===== src/rtl/pix_recirc.sv =====
module pix_recirc #(
  parameter int CW = 8
) (
  input  logic          clk,
  input  logic          rst_n,
  input  logic          mode24,
  input  logic [CW-1:0] in_r,
  input  logic [CW-1:0] in_g,
  input  logic [CW-1:0] in_b,
  input  logic          in_de,
  input  logic          in_vs,
  input  logic          in_hs,
  input  logic [1:0]    in_seq,
  input  logic          in_par,
  output logic [CW-1:0] out_r,
  output logic [CW-1:0] out_g,
  output logic [CW-1:0] out_b,
  output logic          out_de,
  output logic          out_vs,
  output logic          out_hs,
  output logic          err
);

  localparam int DROP = 2;
  localparam int KEEP = CW - DROP;

  logic [CW-1:0] cmask, r_m, g_m, b_m;
  logic          par_ok, prev_ok, started, pass;
  logic [1:0]    prev_seq, seq_exp;

  assign cmask   = mode24 ? {CW{1'b1}} : {{KEEP{1'b1}}, {DROP{1'b0}}};
  assign r_m     = in_r & cmask;
  assign g_m     = in_g & cmask;
  assign b_m     = in_b & cmask;
  assign par_ok  = ^{r_m, g_m, b_m, in_de, in_vs, in_hs, in_seq, in_par};
  assign seq_exp = prev_seq + 2'd1;
  assign pass    = par_ok && prev_ok && (in_seq == seq_exp);

  always_ff @(posedge clk) begin
    if (!rst_n) begin
      prev_ok  <= 1'b0;
      prev_seq <= 2'd0;
      started  <= 1'b0;
      err      <= 1'b0;
      out_r    <= '0;
      out_g    <= '0;
      out_b    <= '0;
      out_de   <= 1'b0;
      out_vs   <= 1'b0;
      out_hs   <= 1'b0;
    end else begin
      prev_ok  <= par_ok;
      prev_seq <= in_seq;
      if (pass) begin
        started <= 1'b1;
        err     <= 1'b0;
        out_r   <= r_m;
        out_g   <= g_m;
        out_b   <= b_m;
        out_de  <= in_de;
        out_vs  <= in_vs;
        out_hs  <= in_hs;
      end else begin
        err <= started;
      end
    end
  end

  // a repeated cycle leaves every output unchanged
  p_hold_on_err_r2: assert property (@(posedge clk) disable iff (!rst_n)
    err |-> ($stable(out_r) && $stable(out_g) && $stable(out_b) &&
             $stable(out_de) && $stable(out_vs) && $stable(out_hs)));

  p_bad_parity_flags_r3: assert property (@(posedge clk) disable iff (!rst_n)
    (started && !par_ok) |=> err);

  p_need_two_good_r4: assert property (@(posedge clk) disable iff (!rst_n)
    (started && !prev_ok) |=> err);

  p_blank_before_lock_r6: assert property (@(posedge clk) disable iff (!rst_n)
    !started |-> (out_r == '0 && out_g == '0 && out_b == '0 &&
                  !out_de && !out_vs && !out_hs && !err));

  p_narrow_low_zero_r7: assert property (@(posedge clk) disable iff (!rst_n)
    ($past(started) && !$past(mode24) && !err && started) |->
      (out_r[DROP-1:0] == '0 && out_g[DROP-1:0] == '0 && out_b[DROP-1:0] == '0));

endmodule


===== config.mk =====
export PLATFORM = sky130hd
export DESIGN_NAME = pix_recirc
export DESIGN_NICKNAME = d
export VERILOG_FILES = /design/src/rtl/pix_recirc.sv
export SDC_FILE = /design/constraint.sdc
export NUM_CORES = 1
export LEC_CHECK = 0
export BUFFER_PORTS_ARGS = -buffer_cell sky130_fd_sc_hd__buf_4
export CORE_UTILIZATION = 42
export CTS_BUF_LIST = sky130_fd_sc_hd__clkbuf_8
export DETAILED_ROUTE_END_ITERATION = 12
export PLACE_DENSITY = 0.68
export SYNTH_ARGS = -nofsm -noshare
export SYNTH_HDL_FRONTEND = slang
export SYNTH_SLANG_ARGS = --single-unit

===== constraint.sdc =====
create_clock -name clk -period 2.6 [get_ports clk]
set_input_delay 0.26 -clock clk [delete_from_list [all_inputs] [get_ports clk]]
set_output_delay 0.26 -clock clk [all_outputs]
set_load 0.01 [all_outputs]

### Word-level counts from Yosys, hierarchy flattened

Index checks and enable logic that the tools add are counted.

| storage, ports and cells | value |
|---|---|
| flip-flop bits (word level) | 32 |
| input port bits | 33 |
| output and inout port bits | 28 |
| word-level logic and storage cells | 21 |

| cells by class | value |
|---|---|
| $add $sub $neg | 1 |
| eq/ne operators | 1 |
| mux-type cells | 1 |
| bitwise gates (word level) | 4 |
| reduce and logical (&&, ||, !) cells | 4 |

Operators by type and width:

| kind | number |
|---|---|
| 30-bit XOR reduction | 1 |
| 8-bit bitwise AND | 3 |
| 2-bit by 1-bit adder with 2-bit output (second input constant) | 1 |
| 2-bit == test | 1 |
| 1-bit logical AND | 2 |
| 2-bit 2-to-1 mux | 1 |
| 2-bit OR reduction | 1 |
| 1-bit inverter | 1 |

### Longest topological paths before layout

| logic depth | value |
|---|---|
| depth after elaboration | 6 |
| gate-level depth with buffers | 10 |
| gate-level depth less buffers | 7 |

### Least setup slack after synthesis

OpenSTA, ideal clock, no wires.

| path | value |
|---|---|
| kind | input-to-reg |
| start point | in in_r[0] |
| end point | reg out_b[0] |
| library setup time | 72 ps |
| data arrival time | 1838 ps |
| data required time | 2528 ps |
| slack | 690 ps |
| stages on the path | 10 |
| path buffers | 3 |
| cell sequence | xnor2_1 -> xnor3_1 -> nand2_1 -> xnor2_1 -> xnor2_1 -> and3_1 -> clkbuf_2 -> buf_6 -> buf_8 -> mux2i_1 |

| on the way | value |
|---|---|
| cells in the longest elaborated chain, start to end | 4 |

RTL lines:

| item | RTL line | text |
|---|---|---|
| start: declaration | 7 | `input logic [CW-1:0] in_r,` |
| 8-bit bitwise AND | 32 | `assign r_m = in_r & cmask;` |
| 30-bit XOR reduction | 35 | `assign par_ok = ^{r_m, g_m, b_m, in_de, in_vs, in_hs, in_seq, in_par};` |
| 1-bit logical AND (2 in series) | 37 | `assign pass = par_ok && prev_ok && (in_seq == seq_exp);` |
| end signal: assignment | 59 | `out_b <= b_m;` |
| end: declaration | 17 | `output logic [CW-1:0] out_b,` |

Every way passes these cells.
A chain may end at the register's enable or synchronous reset.

### Worst setup path after layout

| path | value |
|---|---|
| start point | in in_r[0] |
| end point | reg out_g[1] |

| on the way | value |
|---|---|
| cells in the longest elaborated chain, start to end | 4 |

RTL lines:

| item | RTL line | text |
|---|---|---|
| 8-bit bitwise AND | 32 |  |
| 30-bit XOR reduction | 35 |  |
| 1-bit logical AND (2 in series) | 37 |  |
| end signal: assignment | 58 | `out_g <= g_m;` |
| end: declaration | 16 | `output logic [CW-1:0] out_g,` |

Every way passes these cells.

==> flow_summary.ini <==
[logic_synthesis]
synth_area_leaders = dfxtp_1 42%, mux2i_1 18%, nand2_1 14%
netlist_area_sq_um = 1513
syn_area_per_cell_sq_um = 9.113
yosysTopAreaCellShare_pct = 42.35
yosys_register_bits = 32
ys_warn_count = 0
synth.distinct_cells = 17
syn-num-nets = 199
synth_top_area_cell = dfxtp_1
ys_seq_area_share_pct = 42.35
synthCells = 166

[timing]
whs_ps = 215.2
finalMaxSlewViolations = 0
hold_viol_final = 0
timing.fmax_ghz = 0.5188
rsz0062_at_grt = false
max-slew-margin-rel_pct = 68.20
worst_slew_pin_slew_ps = 477.0
tns_ps = 0
setup-violations-final = 0
skew_ps = 7.158
min_period_over_period_pct = 74.14
period_needed_ps = 1928

[min_path]
min_path_type = input pin to flip-flop

[grt]
grt_pass1_wl_um = 4781
antenna_found_initial = 0
overflow = 0
grt_pass1_vias = 1200
grt_max_degree = 55
grt_usage_pct = 17.30

[floorplanning]
num_io_pins = 61
die_h_um = 62.02
start_util_pct = 44.63
core_area_sq_um = 3390
rows = 21
dieArea_sq_um = 3846
chipWidth_um = 62.02

[critical_path]
critical_path.startpoint_type = input pin
cp_slowest_cell = xnor3_1
arrival_ps = 2130
cp-end-kind = flip-flop
crit_chain = buf_4 -> xnor2_1 -> xnor3_1 -> nand2_1 -> xnor2_1 -> xnor2_1 -> and3_2 -> buf_12 -> mux2i_1
path_max_fanout = 21
crit_path_frequent_cell = xnor2_1
critical_path_class = input pin to flip-flop
cp_top_family = XOR/XNOR gates
cp.buffers_inverters = 2
required_ps = 2800
max_stage_delay_ps = 400

[route]
drtIter0Drc = 66
vias = 1258
routed_wl_um = 3097
drcViolationCount = 0
first_pass_iters = 4
routedWlPerCell_um = 11.47
final_antenna_net_count = 0
vias_per_cell = 4.659

[placed_design]
place_inst = 262
dp_hpwl_um = 2303
finalWeightedCongestion = 0.6624
port-buffer-count = 60

[power]
power_density_nw_per_um2 = 671.5
ir_drop_mv = 0.3605
leakage_uw = 0.0008830

[clocking]
cts_inserted_buffers = 5
clock_latency_ps = 280
path_clk_slew_ps = 70
cts_max_path_buffers = 2
htree_levels = 2
cts_setup_buffers = 0
cts_tree = done
cts.sinks = 32
hold_buffers = 0
ctsResizeCount = 0
cts_root_buffer = clkbuf_8

[finish]
final_layout_size_suffix_gt1_share_pct = 31.25
diodes = 0
final_cell_count_no_fill = 270
area_delta_synth_final_pct = 39.04
layout.nets = 256

[job]
drv_cap = 0

[outcome]
outcome = completed
[cell families after synthesis]
group,count (synthesis),synth area share [%]
xor gates and xnor gates,29,17.70
muxes,27,17.87
AOI/OAI and AO/OA,2,0.8270
buffers and inverters,11,4.300
and+or+nand+nor,65,16.96
DFF,32,42.35
[power breakdown]
group / internal [uW] / switching (uW) / total, uW
Clock: 338 / 176 / 514
Sequential: 531 / 19.3 / 550
Combinational: 193 / 155 / 348
Total: 1060 / 350 / 1410
[layout make-up]
| class | instances | area (sq um) |
|---|---|---|
| Clock buffer | 7 | 96.34 |
| Clock inverter | 1 | 30.03 |
| Fill cell | 293 | 1286 |
| Multi-Input combinational cell | 123 | 808.3 |
| Sequential cell | 32 | 640.6 |
| Tap cell | 46 | 57.56 |
| Timing Repair Buffer | 61 | 470.5 |
[through the flow]
stage                     setup WS (ps)  area, sq um  utilization (%)  power [uW]
after global routing              547.6         2103            62.05        1484
final                             672.4         2103            62.05        1412
after floorplan                   690.2         1513                -       795.3
after detailed placement          382.9         1977            58.32       910.2
after CTS                         670.0         2103            62.05        1426
after global placement            432.1         1977            58.32       905.2
[worst register-to-register path: cells and delay by family (launching register included)]
kind,cells,cell delay [ps]
compound gates,1,150
xor+xnor,1,210
buf+inv,1,240
flops,1,320
mux,1,220
simple gates,2,460
[cells in the mapped netlist]
cell type / number
buf_6: 1
xor2_1: 4
nor2_1: 2
dfxtp_1: 32
and3_1: 1
o21a_1: 1
buf_4: 1
buf_8: 1
mux2i_1: 27
buf_1: 1
xnor3_1: 1
and2_1: 4
clkbuf_1: 6
xnor2_1: 24
o21ai_0: 1
nand2_1: 58
clkbuf_2: 1
[cells in the final DEF (no fill, tap or decap)]
cell,n
mux2i_1,27
clkbuf_8,7
xnor3_1,1
o21ai_0,1
buf_12,1
buf_4,60
xor2_1,4
dfxtp_1,32
bufinv_16,1
and2_1,4
nor2_1,2
and3_2,1
nand2_1,58
xnor2_1,24
o21a_1,1
[state kept, by name (all words and copies together) (netlist names)]
| signal | flops |
|---|---|
| out_b | 8 |
| out_g | 8 |
| out_r | 8 |
| prev_seq | 2 |
| err | 1 |
| out_de | 1 |
| out_hs | 1 |
| out_vs | 1 |
| prev_ok | 1 |
| started | 1 |
[routing by layer]
layer  global-route usage (%)  share of wire (%)
met4                    8.571                1.4
met3                    4.348                8.2
met1                    19.33                 44
met5                        0                  0
met2                    30.40                 47
[final timing paths]
kind | startpoint | to | slack (ps) | cells past startpoint
min | in_seq[1] | prev_seq[1] | 220 | 2
max reg2reg | prev_seq[1] | out_g[1] | 920 | 6
max | in_r[0] | out_g[1] | 670 | 9
min reg2reg | started | err | 430 | 2
(Power assumes the default switching activity.)
